[src/rtl/trace_unpk_pkg.sv]
package trace_unpk_pkg;
  typedef enum logic [1:0] {
    PW_4   = 2'b00,
    PW_8   = 2'b01,
    PW_16  = 2'b10,
    PW_16B = 2'b11
  } port_w_e;

  // per-mode geometry: bit stride between records and packet width
  localparam int unsigned NARROW_STRIDE = 8;
  localparam int unsigned NARROW_PKT    = 4;
  localparam int unsigned NARROW_RECS   = 3;
  localparam int unsigned MID_STRIDE    = 12;
  localparam int unsigned MID_PKT       = 8;
  localparam int unsigned MID_RECS      = 2;
  localparam int unsigned WIDE_PKT      = 16;
endpackage

[src/rtl/trace_unpk_extract.sv]
module trace_unpk_extract
  import trace_unpk_pkg::*;
#(
  parameter int unsigned WORD_W = 32,
  parameter int unsigned STAT_W = 3,
  parameter int unsigned PKT_W  = 16,
  parameter int unsigned IDX_W  = 2
) (
  input  logic [WORD_W-1:0] word,
  input  port_w_e           mode,
  input  logic [IDX_W-1:0]  idx,
  output logic [STAT_W-1:0] stat,
  output logic [PKT_W-1:0]  pkt,
  output logic              sync,
  output logic              last
);
  logic [STAT_W-1:0]     st_n [NARROW_RECS];
  logic [NARROW_PKT-1:0] pk_n [NARROW_RECS];
  logic                  sy_n [NARROW_RECS];
  logic [STAT_W-1:0]     st_m [MID_RECS];
  logic [MID_PKT-1:0]    pk_m [MID_RECS];
  logic                  sy_m [MID_RECS];

  for (genvar g = 0; g < NARROW_RECS; g++) begin : g_narrow
    localparam int unsigned B = g * NARROW_STRIDE;
    assign st_n[g] = word[B +: STAT_W];
    assign pk_n[g] = word[B + STAT_W +: NARROW_PKT];
    assign sy_n[g] = word[B + STAT_W + NARROW_PKT];
  end

  for (genvar g = 0; g < MID_RECS; g++) begin : g_mid
    localparam int unsigned B = g * MID_STRIDE;
    assign st_m[g] = word[B +: STAT_W];
    assign pk_m[g] = word[B + STAT_W +: MID_PKT];
    assign sy_m[g] = word[B + STAT_W + MID_PKT];
  end

  always_comb begin
    stat = word[STAT_W-1:0];
    pkt  = word[STAT_W +: WIDE_PKT];
    sync = word[STAT_W + WIDE_PKT];
    last = 1'b1;
    case (mode)
      PW_4: begin
        last = (idx == IDX_W'(NARROW_RECS - 1));
        case (idx)
          IDX_W'(1): begin stat = st_n[1]; pkt = PKT_W'(pk_n[1]); sync = sy_n[1]; end
          IDX_W'(2): begin stat = st_n[2]; pkt = PKT_W'(pk_n[2]); sync = sy_n[2]; end
          default:   begin stat = st_n[0]; pkt = PKT_W'(pk_n[0]); sync = sy_n[0]; end
        endcase
      end
      PW_8: begin
        last = (idx == IDX_W'(MID_RECS - 1));
        if (idx == IDX_W'(1)) begin
          stat = st_m[1]; pkt = PKT_W'(pk_m[1]); sync = sy_m[1];
        end else begin
          stat = st_m[0]; pkt = PKT_W'(pk_m[0]); sync = sy_m[0];
        end
      end
      default: ;
    endcase
  end
endmodule

[src/rtl/trace_unpk_trigfix.sv]
module trace_unpk_trigfix #(
  parameter int unsigned        STAT_W    = 3,
  parameter int unsigned        PKT_W     = 16,
  parameter logic [STAT_W-1:0]  TRIG_CODE = 3'b110
) (
  input  logic [STAT_W-1:0] stat_i,
  input  logic [PKT_W-1:0]  pkt_i,
  output logic [STAT_W-1:0] stat_o,
  output logic              trig_o
);
  always_comb begin
    trig_o = (stat_i == TRIG_CODE);
    stat_o = trig_o ? pkt_i[STAT_W-1:0] : stat_i;
  end
endmodule

[src/rtl/trace_unpk_seq.sv]
module trace_unpk_seq
  import trace_unpk_pkg::*;
#(
  parameter int unsigned WORD_W = 32,
  parameter int unsigned IDX_W  = 2
) (
  input  logic              clk,
  input  logic              rst_n,
  input  logic              in_valid,
  input  logic [WORD_W-1:0] in_word,
  input  port_w_e           in_mode,
  output logic              in_ready,
  input  logic              out_ready,
  input  logic              last,
  output logic              out_valid,
  output logic [WORD_W-1:0] word_q,
  output port_w_e           mode_q,
  output logic [IDX_W-1:0]  idx_q
);
  logic out_fire, word_done, accept;

  assign out_fire  = out_valid & out_ready;
  assign word_done = out_fire & last;
  assign in_ready  = ~out_valid | word_done;
  assign accept    = in_valid & in_ready;

  always_ff @(posedge clk or negedge rst_n) begin
    if (!rst_n) begin
      out_valid <= 1'b0;
      word_q    <= '0;
      mode_q    <= PW_4;
      idx_q     <= '0;
    end else if (accept) begin
      out_valid <= 1'b1;
      word_q    <= in_word;
      mode_q    <= in_mode;
      idx_q     <= '0;
    end else if (word_done) begin
      out_valid <= 1'b0;
    end else if (out_fire) begin
      idx_q <= idx_q + 1'b1;
    end
  end

  assert_hold_R8: assert property (@(posedge clk) disable iff (!rst_n)
    out_valid && !out_ready |=> out_valid && $stable(idx_q) && $stable(word_q) && $stable(mode_q));

  assert_first_low_R5: assert property (@(posedge clk) disable iff (!rst_n)
    in_valid && in_ready |=> out_valid && idx_q == '0);

  assert_block_input_R9: assert property (@(posedge clk) disable iff (!rst_n)
    out_valid && !last |-> !in_ready);

  assert_mode_kept_R10: assert property (@(posedge clk) disable iff (!rst_n)
    out_valid && !(in_valid && in_ready) |=> $stable(mode_q));
endmodule

[src/rtl/trace_unpk.sv]
module trace_unpk
  import trace_unpk_pkg::*;
#(
  parameter int unsigned       WORD_W    = 32,
  parameter int unsigned       STAT_W    = 3,
  parameter int unsigned       PKT_W     = 16,
  parameter logic [STAT_W-1:0] TRIG_CODE = 3'b110
) (
  input  logic              clk,
  input  logic              rst_n,
  input  logic [1:0]        in_mode,
  input  logic              in_valid,
  output logic              in_ready,
  input  logic [WORD_W-1:0] in_word,
  output logic              out_valid,
  input  logic              out_ready,
  output logic [STAT_W-1:0] out_status,
  output logic [PKT_W-1:0]  out_packet,
  output logic              out_sync,
  output logic              out_trig
);
  localparam int unsigned IDX_W = $clog2(NARROW_RECS);

  logic [WORD_W-1:0] word_q;
  port_w_e           mode_q;
  logic [IDX_W-1:0]  idx_q;
  logic              last;
  logic [STAT_W-1:0] raw_stat;

  trace_unpk_seq #(.WORD_W(WORD_W), .IDX_W(IDX_W)) u_seq (
    .clk      (clk),
    .rst_n    (rst_n),
    .in_valid (in_valid),
    .in_word  (in_word),
    .in_mode  (port_w_e'(in_mode)),
    .in_ready (in_ready),
    .out_ready(out_ready),
    .last     (last),
    .out_valid(out_valid),
    .word_q   (word_q),
    .mode_q   (mode_q),
    .idx_q    (idx_q)
  );

  trace_unpk_extract #(.WORD_W(WORD_W), .STAT_W(STAT_W), .PKT_W(PKT_W), .IDX_W(IDX_W)) u_ext (
    .word(word_q),
    .mode(mode_q),
    .idx (idx_q),
    .stat(raw_stat),
    .pkt (out_packet),
    .sync(out_sync),
    .last(last)
  );

  trace_unpk_trigfix #(.STAT_W(STAT_W), .PKT_W(PKT_W), .TRIG_CODE(TRIG_CODE)) u_trig (
    .stat_i(raw_stat),
    .pkt_i (out_packet),
    .stat_o(out_status),
    .trig_o(out_trig)
  );

  assert_trig_flagged_R6: assert property (@(posedge clk) disable iff (!rst_n)
    out_valid && !out_trig |-> out_status != TRIG_CODE);

  assert_zero_ext_R7: assert property (@(posedge clk) disable iff (!rst_n)
    out_valid && mode_q == PW_4 |-> out_packet[PKT_W-1:NARROW_PKT] == '0);
endmodule

[config.mk]
export PLATFORM = sky130hd
export DESIGN_NAME = trace_unpk
export DESIGN_NICKNAME = d
export VERILOG_FILES = /design/src/rtl/trace_unpk_pkg.sv /design/src/rtl/trace_unpk_extract.sv /design/src/rtl/trace_unpk_trigfix.sv /design/src/rtl/trace_unpk_seq.sv /design/src/rtl/trace_unpk.sv
export SDC_FILE = /design/constraint.sdc
export NUM_CORES = 1
export LEC_CHECK = 0
export ABC_AREA = 0
export BUFFER_PORTS_ARGS = -buffer_cell sky130_fd_sc_hd__clkbuf_2
export CORE_MARGIN = 5
export CORE_UTILIZATION = 30
export CTS_BUF_LIST = sky130_fd_sc_hd__clkbuf_4 sky130_fd_sc_hd__clkbuf_8
export CTS_CLUSTER_DIAMETER = 80
export CTS_CLUSTER_SIZE = 8
export DETAILED_ROUTE_END_ITERATION = 10
export HOLD_SLACK_MARGIN = 0.03
export PLACE_DENSITY = 0.55
export SYNTH_ARGS = -nofsm -noshare
export SYNTH_HDL_FRONTEND = slang
export SYNTH_HIERARCHICAL = 1
export SYNTH_SLANG_ARGS = --single-unit
[constraint.sdc]
create_clock -name clk -period 3.5 [get_ports clk]
set_clock_uncertainty 0.1 [all_clocks]
set_input_delay 0.7 -clock clk [delete_from_list [all_inputs] [get_ports clk]]
set_output_delay 0.7 -clock clk [all_outputs]
set_load 0.03 [all_outputs]
# Yosys cells after proc, flatten, opt, wreduce, memory -nomap -nowiden
# Cells that the tools add are included.
# totals
ff_bits	29
wordCells	35
in_bits	38
output_inout_bits	23
# classes
n_reduce_logical	4
n_mux	16
bitwise_logic	5
n_eq_ne	5
add_sub_neg	1
# ops
operator	n
$pmux 16 s2	1
$pmux 3 s2	2
$mux 8	1
$pmux 4 s2	1
$mux 2	3
$mux 3	2
$pmux 1 s2	3
$eq 2x1->1 const B	2
$reduce_bool 2->1	2
$and 1x1->1	3
$eq 3x3->1 const B	1
$mux 1	3
$add 2x1->2 const B	1
$eq 2x2->1 const B	1
$logic_not 2->1	1
$ne 2x2->1 const B	1
$reduce_and 2->1	1
$not 1->1	1
$or 1x1->1	1

# Logic depth before layout (Yosys ltp)
# Gate-level depths: netlist of run 1.
# logic_depth
ltp_word	7
depth_mapped	9
ltp_nobuf	7

# Cells and area by module
# The synthesis of run 1 kept the hierarchy.
# by_module_without_submodules
mod	seq_area_each_um2	n_inst	cells_per_inst	area_each_um2
trace_unpk_seq	925.9	1	87	1590.3
trace_unpk_extract	0.0	1	83	544.3
trace_unpk_trigfix	0.0	1	6	40.0

# Worst setup path before layout of run 1
# Ideal clock, no wire load.
# synth_timing
path_kind	reg2out
start	register u_seq.idx_q[0]
end	output port out_trig
path_stages_with_launch	10
path_buffers	2
setup_slack_ns	0.482
arrival_time_ns	2.218
t_required_ns	2.700
cell_sequence	dfrtp_1 inv_1 ha_1 clkbuf_2 buf_2 a221oi_1 a211o_1 nand3_1 inv_1 nor3b_1
# synth_via
elab_chain_len	4
word_cells_on_any_way	6
classes_between	3 x eq/ne; 3 x mux
# synth_lines
item	line	text
from (decl)	trace_unpk_seq.sv:18	output logic [IDX_W-1:0] idx_q
from (signal assigned)	trace_unpk_seq.sv:41	idx_q <= idx_q + 1'b1;
$eq 2x2->1 / $eq 2x1->1 (equally long branches)	trace_unpk_extract.sv:46, trace_unpk_extract.sv:54	
$pmux 3 s2 / $mux 3 (equally long branches)	trace_unpk_extract.sv:46, trace_unpk_extract.sv:54	
$pmux 3 s2 *	trace_unpk_extract.sv:43	case (mode)
via raw_stat[2]	trace_unpk.sv:28	logic [STAT_W-1:0] raw_stat;
$eq 3x3->1 *	trace_unpk_trigfix.sv:12	trig_o = (stat_i == TRIG_CODE);
to (decl)	trace_unpk.sv:20	output logic out_trig
# Mark *: on every way through the listed nets, which the timed path passes. The rest lies on a longest branch.

# Final worst setup path of run 1
# layout_timing
start	register u_seq.idx_q[0]
end	output port out_status[1]
# layout_via
elab_chain_len	5
word_cells_on_any_way	10
classes_between	3 x eq/ne; 7 x mux
# layout_lines
item	line	text
$eq 2x2->1 / $eq 2x1->1 (equally long branches)	trace_unpk_extract.sv:46, trace_unpk_extract.sv:54	
$pmux 3 s2 / $mux 3 (equally long branches)	trace_unpk_extract.sv:46, trace_unpk_extract.sv:54	
$pmux 3 s2	trace_unpk_extract.sv:43	
$eq 3x3->1	trace_unpk_trigfix.sv:12	
$mux 3 *	trace_unpk_trigfix.sv:13	stat_o = trig_o ? pkt_i[STAT_W-1:0] : stat_i;
to (decl)	trace_unpk.sv:17	output logic [STAT_W-1:0] out_status,
# Every way passes the cells marked *; elsewhere a longest branch is shown, timed or not.

==> results of run 1 <==
==> worst paths after layout <==
check,slack (ps),end,startpoint,cells past startpoint
min in group clk,440,u_seq/word_q[3],u_seq/word_q[3],1
max,280,out_status[1],u_seq/idx_q[0],7
max in group asynchronous,2450,u_seq/word_q[5],rst_n,1
min reg2reg,440,u_seq/word_q[3],u_seq/word_q[3],1
min,380,u_seq/mode_q[1],rst_n,1
max reg2reg,810,u_seq/word_q[14],u_seq/idx_q[0],6
==> worst register-to-register path, delay by kind of cell, from the launching register on <==
family | cells | cell delay (ps)
simple gates | 2 | 710
fa+ha+maj | 1 | 380
mux | 1 | 380
compound gates | 2 | 570
flops | 1 | 440
==> layout by cell type (no fill, tap or decap) <==
cell type   n
inv_1      12
a221oi_1    6
o21bai_1    1
a22oi_1     1
and2_1      8
nand2_8     1
nand4b_1    1
a211o_1     7
o31ai_1     1
clkbuf_4    1
nor3_1      1
nand3_1    12
or2b_1      1
a21oi_1     3
dfrtp_1    29
buf_4       2
clkbuf_8    6
or2_1       1
o31a_1      1
a22o_1      9
nor3b_1     3
mux2i_1     1
a311o_1     1
a21bo_4     1
ha_1        2
a221o_1     2
mux2_2      5
a31o_2      1
nor2b_1     2
o21ai_0     7
mux2_4     22
nor2_1      4
clkbuf_2   52
and3_1      1
==> through the flow <==
stage	cells	hold WS, ps	worst slack [ps]
detailed placement	276	422	543
finish	283	379	281
CTS	283	402	247
global route	283	436	33.7
floorplan	160	304	482
global placement	276	420	567
==> area by class of cell <==
type                            count  area (um^2)  area share, %
Clock buffer                        7         90.1           4.10
Tap cell                           75         93.8           4.28
Inverter                           12         45.0           2.05
Multi-Input combinational cell    106          965           44.0
Timing Repair Buffer               54          275           12.5
Sequential cell                    29          726           33.1
==> state kept, by name (all words and copies together) (netlist names) <==
name and count:
u_seq/idx_q 2, u_seq/mode_q 2, u_seq/out_valid 1, u_seq/word_q 24
==> power by group through the flow <==
stage	registers, W	clock network, W	logic (W)
floorplan	0.000629	0	0.00138
global placement	0.000730	0	0.00163
detailed placement	0.000733	0	0.00165
CTS	0.000730	0.000292	0.00166
global route	0.000763	0.000308	0.00178
finish	0.000729	0.000282	0.00164
==> metal layers <==
metal | track usage (%) | vias to the layer above
li1 | - | 682
met1 | 16.6 | 670
met2 | 19.9 | 45
met3 | 3.26 | 6
met4 | 4.53 | 0
met5 | 0 | -
==> reports/qor.yml, run 1 <==
clocking:
  clock_path_buffers: 2
  clock_latency_ps: 280
  cts_tree: "yes"
  cts.clk_slew.worst_paths_ps: 60
  cts_max_level: 2
  cts_made_buffers: 5
  post-cts-setup-buffers: 0
  postCtsHoldBufs: 0
  cts.sinks: 29
  cts_root_buf: "clkbuf_8"
  cts_resized: 0
worst_setup_path:
  worst-path-max-fanout: 16
  cp.arrival_ps: 2420
  required_ps: 2700
  cp_slowest_cell: "ha_1"
  start_kind: "flop"
  critical-path-top-delay-family: "compound AO/OA/AOI/OAI gates"
  critPathMaxStageDelay_ps: 490
  critPathKind: "reg -> out"
  cp.buffers_inverters: 2
  cp_cell_sequence: "inv_1 -> ha_1 -> o31ai_1 -> a21oi_1 -> a311o_1 -> o31a_1 -> clkbuf_2"
  crit_path_end_kind: "output port"
power_and_ir_drop:
  p_sw_w: 0.00129
  p_comb_share_pct: 61.8
  pwr-share-clk_pct: 10.6
  power.density_nw_per_um2: 1210
  p_sw_share_pct: 48.9
  seq_power_share_pct: 27.5
  ir_drop_uv: 561
  total_power_w: 0.00265
  internal_power_w: 0.00135
  leakage_nw: 1.10
global_route:
  antenna_found_initial: 0
  gr-total-overflow: 0
  grt_max_degree: 30
  grt_pass1_vias: 1437
  track_usage_pct: 12.6
  grt_pass1_wl_mm: 7.51
route:
  drt_iter0_drc: 105
  wl_met1_mm: 2.11
  dr_wl_met2_mm: 2.19
  routed_wl_mm: 4.65
  via_per_inst: 4.96
  antenna_left: 0
  wl_met3_um: 290
  dr.pass1.iters: 4
  num_vias: 1403
  drc_errors: 0
  top_layer: "met4"
  wl_per_cell_um: 16.4
logic_synthesis:
  yosys_warnings: 6
  synth_nets: 200
  synth.avg_cell_area_um2: 11.6
  syn_area_um2: 1850
  syn_inst: 160
floorplanning:
  pin_count: 61
  die_area_um2: 7850
  core_um2: 5960
  die_w_um: 88.6
  start_util_pct: 31.1
  num_rows: 28
  die_h_um: 88.6
finish:
  final_area_um2: 2190
  drive_above_1_share_pct: 43.8
  fill_cells: 640
  diodes: 0
  syn_to_final_growth_pct: 18.4
  finish.utilization_pct: 36.8
  nNetsFinal: 248
outcome:
  status: "completed"
sta:
  period_minus_slack_ps: 3220
  max_slew.worst_pin.slew_ps: 749
  tns_ps: 0
  min_period_over_period_pct: 92.0
  rsz0062_at_grt: "no"
  setup_viol: 0
  hold_viol: 0
  maxSlewViolCount: 0
  clock.fmax_mhz: 311
  max-slew-margin-rel_pct: 50.1
placement:
  place_hpwl_mm: 3.37
  numPortBuffers: 52
  postPlaceCellArea_um2: 2100
  gp_congestion: 0.823
run:
  cap_violations: 0
hold_path:
  worstHoldPathType: "in -> async"
No activity file was read; power rests on OpenSTA's default activity.
==> run 2, diff against run 1 <==
- CORE_ASPECT_RATIO: default -> 0.9
==> run 2 against run 1 <==
Net effect:
- die area about the same
- worst hold slack better by 7.3 ps
- non-clock buffer count is the same
- maximum frequency decreased by 1.7%
- sequential share of layout area is 0.057 points higher
- flip-flop and latch count unchanged
==> reports/qor.yml, run 2 (synthesis gave the netlist of run 1 again) <==
outcome:
  status: "completed"
placement:
  dp.cells: 273
  postPlaceCellArea_um2: 2100
  numPortBuffers: 52
  gp_congestion: 0.808
  dp_slack_ps: 522
  place_hpwl_mm: 3.32
sta:
  period_minus_slack_ps: 3270
  tns_ps: 0
  worst_slack_ps: 226
  max_slew.worst_pin.slew_ps: 756
  setup_viol: 0
  rsz0062_at_grt: "no"
  min_period_over_period_pct: 93.5
  clock.fmax_mhz: 305
  max-slew-margin-rel_pct: 49.6
  hold_viol: 0
  maxSlewViolCount: 0
worst_setup_path:
  reg2reg_from: "u_seq/idx_q[0]"
  reg2reg_depth: 6
  worst-path-max-fanout: 12
  reg2reg_to: "u_seq/word_q[14]"
  crit_path_end_kind: "output port"
  cp.arrival_ps: 2470
  cp_cell_sequence: "inv_1 -> ha_1 -> nor2b_1 -> a21oi_1 -> a311o_1 -> o31a_1 -> clkbuf_2"
  r2r_slack_ps: 870
  critPathKind: "reg -> out"
  critPathMaxStageDelay_ps: 420
  start_kind: "flop"
  required_ps: 2700
  cp_slowest_cell: "dfrtp_1"
finish:
  nNetsFinal: 248
  diodes: 0
  drive_above_1_share_pct: 43.8
  largest_reg_flops: 24
  most-common-layout-cells: "clkbuf_2 (52), dfrtp_1 (29), mux2_4 (22)"
  final_common_cell: "clkbuf_2"
  regArea_um2: 726
  top_regs: "u_seq/word_q (24), u_seq/idx_q (2), u_seq/mode_q (2)"
  regMostFlops: "u_seq/word_q"
  stdcell_count: 280
  fill_cells: 634
  multi_input_area_um2: 965
  syn_to_final_growth_pct: 18.2
  final_area_um2: 2190
floorplanning:
  num_rows: 27
  core_um2: 6080
  pin_count: 61
  start_util_pct: 30.5
  die_area_um2: 7860
  die_w_um: 92.9
  die_h_um: 84.6
route:
  routed_wl_mm: 4.46
  dr.pass1.iters: 4
  wl_per_cell_um: 15.9
  drt_iter0_drc: 79
  num_vias: 1373
  via_per_inst: 4.90
  antenna_left: 0
  drc_errors: 0
power_and_ir_drop:
  p_comb_share_pct: 61.6
  internal_power_w: 0.00135
  p_sw_share_pct: 48.7
  power.density_nw_per_um2: 1200
  pwr-share-clk_pct: 10.8
  leakage_nw: 1.10
  seq_power_share_pct: 27.6
  p_sw_w: 0.00128
  ir_drop_uv: 425
clocking:
  postCtsHoldBufs: 0
  cts_tree: "yes"
  cts.sinks: 29
  cts_root_buf: "clkbuf_8"
  cts_made_buffers: 5
  cts.clk_slew.worst_paths_ps: 60
  clock_path_buffers: 2
  cts_max_level: 2
  cts_resized: 0
  clock_latency_ps: 270
  post-cts-setup-buffers: 0
global_route:
  gr-total-overflow: 0
  track_usage_pct: 11.7
  grt_pass1_vias: 1372
  antenna_found_initial: 0
  grt_pass1_wl_mm: 7.15
  grt_max_degree: 30
hold_path:
  worstHoldPathType: "in -> async"
run:
  cap_violations: 0
-- run 2: cell counts in the layout (fill, tap and decap cells not counted) --
Identical to the previous run, type by type.
-- run 2: area by class of cell --
cell class	count	share of cell area [%]
flip-flops and latches	29	33.1
inverters	12	2.06
multi-input cells	106	44.0
repair buffers	54	12.6
clock buffers	7	4.11
well taps	72	4.11
-- run 2: critical path: cells and delay by family (launching register included) --
family,cells,cell delay (ps)
AOI/OAI and AO/OA,3,750
DFF,1,420
adders and majority gates,1,400
and+or+nand+nor,1,380
buffers and inverters,2,250
-- run 2: worst max-delay path by stage --
| stage | cells past startpoint | startpoint | to | slack, ps |
|---|---|---|---|---|
| floorplan | 9 | u_seq/idx_q[0] | out_trig | 480 |
| global placement | 7 | u_seq/idx_q[1] | out_status[1] | 530 |
| detailed placement | 7 | u_seq/idx_q[1] | out_status[1] | 520 |
| CTS | 6 | u_seq/idx_q[0] | out_status[1] | 220 |
| global route | 7 | u_seq/idx_q[1] | out_status[1] | 50 |
| finish | 7 | u_seq/idx_q[1] | out_status[1] | 230 |
-- run 2: per-layer routing --
layer | track usage [%] | up-vias | routed length [um]
met5 | 0 | - | 0
met4 | 2.80 | 0 | 23
met3 | 3.85 | 2 | 290
met2 | 17.5 | 46 | 1930
met1 | 16.2 | 642 | 2220
li1 | - | 683 | -
-- run 2: through the flow --
step	total power, W	utilization, %	hold WS [ps]
after global placement	0.00236	34.5	426
final	0.00264	36.0	386
after detailed placement	0.00237	34.5	420
after floorplan	0.00201	-	304
after global routing	0.00284	36.0	437
after CTS	0.00267	36.0	412
-- run 2: power by group through the flow --
| stage | Combinational (W) | Sequential [W] | Clock (W) |
|---|---|---|---|
| global route | 0.00177 | 0.000759 | 0.000313 |
| detailed placement | 0.00164 | 0.000735 | 0 |
| CTS | 0.00164 | 0.000731 | 0.000297 |
| finish | 0.00163 | 0.000729 | 0.000284 |
| global placement | 0.00163 | 0.000734 | 0 |
| floorplan | 0.00138 | 0.000629 | 0 |
==> run 3, diff against run 2 <==
- CORE_ASPECT_RATIO: 0.9 -> default
- CORE_UTILIZATION: 30 -> 57
- CTS_BUF_LIST: sky130_fd_sc_hd__clkbuf_4 sky130_fd_sc_hd__clkbuf_8 -> default
- PLACE_DENSITY: 0.55 -> 0.9
==> run 3 against run 2 <==
Net effect:
- clock power shrank 32%
- first-iteration DRC count rose by 29%
- utilization is 33 points higher
- combinational power decreased by 2%
- critical path depth unchanged
- cell count shrank 10%
- critical endpoint unchanged
- global-route usage increased by 8.7 points
- routed wire length shrank 8.1%
- via count grew 4.4%
- largest power group unchanged
- cell area fell by 3.7%
- maximum frequency is 1.0% lower
==> reports/qor.yml, run 3 (synthesis gave the netlist of run 1 again) <==
sta:
  tns_ps: 0
  max-slew-margin-rel_pct: 52.4
  setup_viol: 0
  min_period_over_period_pct: 94.5
  clock.fmax_mhz: 302
  maxSlewViolCount: 0
  rsz0062_at_grt: "no"
  period_minus_slack_ps: 3310
  max_slew.worst_pin.slew_ps: 714
  hold_viol: 0
route:
  antenna_left: 0
  via_per_inst: 5.69
  wl_per_cell_um: 16.3
  drt_iter0_drc: 102
  routed_wl_mm: 4.10
  dr.pass1.iters: 4
  num_vias: 1433
  drc_errors: 0
global_route:
  gr-total-overflow: 0
  grt_pass1_vias: 1475
  grt_max_degree: 30
  grt_pass1_wl_mm: 6.82
  track_usage_pct: 20.4
  antenna_found_initial: 0
worst_setup_path:
  cp.arrival_ps: 2510
  reg2reg_to: "u_seq/word_q[13]"
  r2r_slack_ps: 930
  start_kind: "flop"
  reg2reg_depth: 6
  crit_path_end_kind: "output port"
  worst-path-max-fanout: 16
  critPathKind: "reg -> out"
  required_ps: 2700
  reg2reg_from: "u_seq/idx_q[0]"
placement:
  gp_congestion: 0.884
  place_hpwl_mm: 3.05
  numPortBuffers: 52
clocking:
  postCtsHoldBufs: 0
  clock_path_buffers: 2
  clock_latency_ps: 330
  cts_max_level: 2
  cts.sinks: 29
  cts_resized: 0
  cts_made_buffers: 5
  cts.clk_slew.worst_paths_ps: 90
  post-cts-setup-buffers: 0
  cts_tree: "yes"
  cts_root_buf: "clkbuf_4"
finish:
  final_common_cell: "clkbuf_2"
  drive_above_1_share_pct: 43.3
  regMostFlops: "u_seq/word_q"
  syn_to_final_growth_pct: 13.8
  diodes: 0
  nNetsFinal: 247
  top_regs: "u_seq/word_q (24), u_seq/idx_q (2), u_seq/mode_q (2)"
  multi_input_area_um2: 965
  largest_reg_flops: 24
  most-common-layout-cells: "clkbuf_2 (52), dfrtp_1 (29), mux2_4 (22)"
  regArea_um2: 726
  fill_cells: 262
outcome:
  status: "completed"
floorplanning:
  die_w_um: 67.0
  num_rows: 20
  start_util_pct: 60.2
  die_area_um2: 4490
  die_h_um: 67.0
  pin_count: 61
  core_um2: 3080
power_and_ir_drop:
  pwr-share-clk_pct: 7.6
  p_sw_share_pct: 50.3
  ir_drop_uv: 600
  p_sw_w: 0.00127
  total_power_w: 0.00253
  leakage_nw: 1.08
  power.density_nw_per_um2: 1200
  internal_power_w: 0.00126
  seq_power_share_pct: 29.5
  p_comb_share_pct: 62.9
hold_path:
  worstHoldPathType: "in -> async"
run:
  cap_violations: 0
==> run 3: area by class of cell <==
| type | count | share of cell area (%) |
|---|---|---|
| clock inverter | 2 | 0.474 |
| sequential | 29 | 34.4 |
| clock buffer | 6 | 1.96 |
| inverter | 12 | 2.14 |
| tap | 44 | 2.61 |
| multi-input combinational | 106 | 45.7 |
| timing repair buffer | 53 | 12.7 |
==> run 3: how the worst max path moves through the flow <==
stage	start	endpoint	slack [ps]
final	u_seq/idx_q[0]	out_status[1]	190
after CTS	u_seq/idx_q[0]	out_status[1]	180
after floorplan	u_seq/idx_q[0]	out_trig	480
after detailed placement	u_seq/idx_q[0]	out_status[1]	550
after global routing	u_seq/idx_q[0]	out_status[2]	20
after global placement	u_seq/idx_q[0]	out_status[1]	620
==> run 3: worst max-delay path: stages (launching register included) <==
cell      delay, ps
dfrtp_1         470
inv_1            70
ha_1            480
o31ai_1         280
a21oi_1          70
a311o_1         370
o31a_1          250
clkbuf_2        180
==> run 3: routing by layer <==
| layer | share of wire (%) | track usage (%) | vias to the layer above |
|---|---|---|---|
| li1 | - | - | 685 |
| met1 | 42 | 25.0 | 669 |
| met2 | 46 | 33.0 | 67 |
| met3 | 9.6 | 5.40 | 12 |
| met4 | 2.3 | 9.37 | 0 |
| met5 | 0 | 0 | - |
==> run 3: per-stage QoR <==
step	hold slack [ps]	cell area [um^2]	instances	utilization, %	setup slack (ps)
after CTS	322	2110	252	68.5	184
after global placement	416	2060	244	66.9	615
after floorplan	304	1850	160	-	482
after detailed placement	428	2060	244	66.9	554
after global routing	351	2110	252	68.5	18.2
final	300	2110	252	68.5	192
==> run 3: power by group through the flow <==
stage,Sequential [W],Combinational [W],Clock [W]
floorplan,0.000629,0.00138,0
global placement,0.000730,0.00157,0
detailed placement,0.000747,0.00160,0
CTS,0.000739,0.00160,0.000197
global route,0.000769,0.00172,0.000217
finish,0.000746,0.00159,0.000192
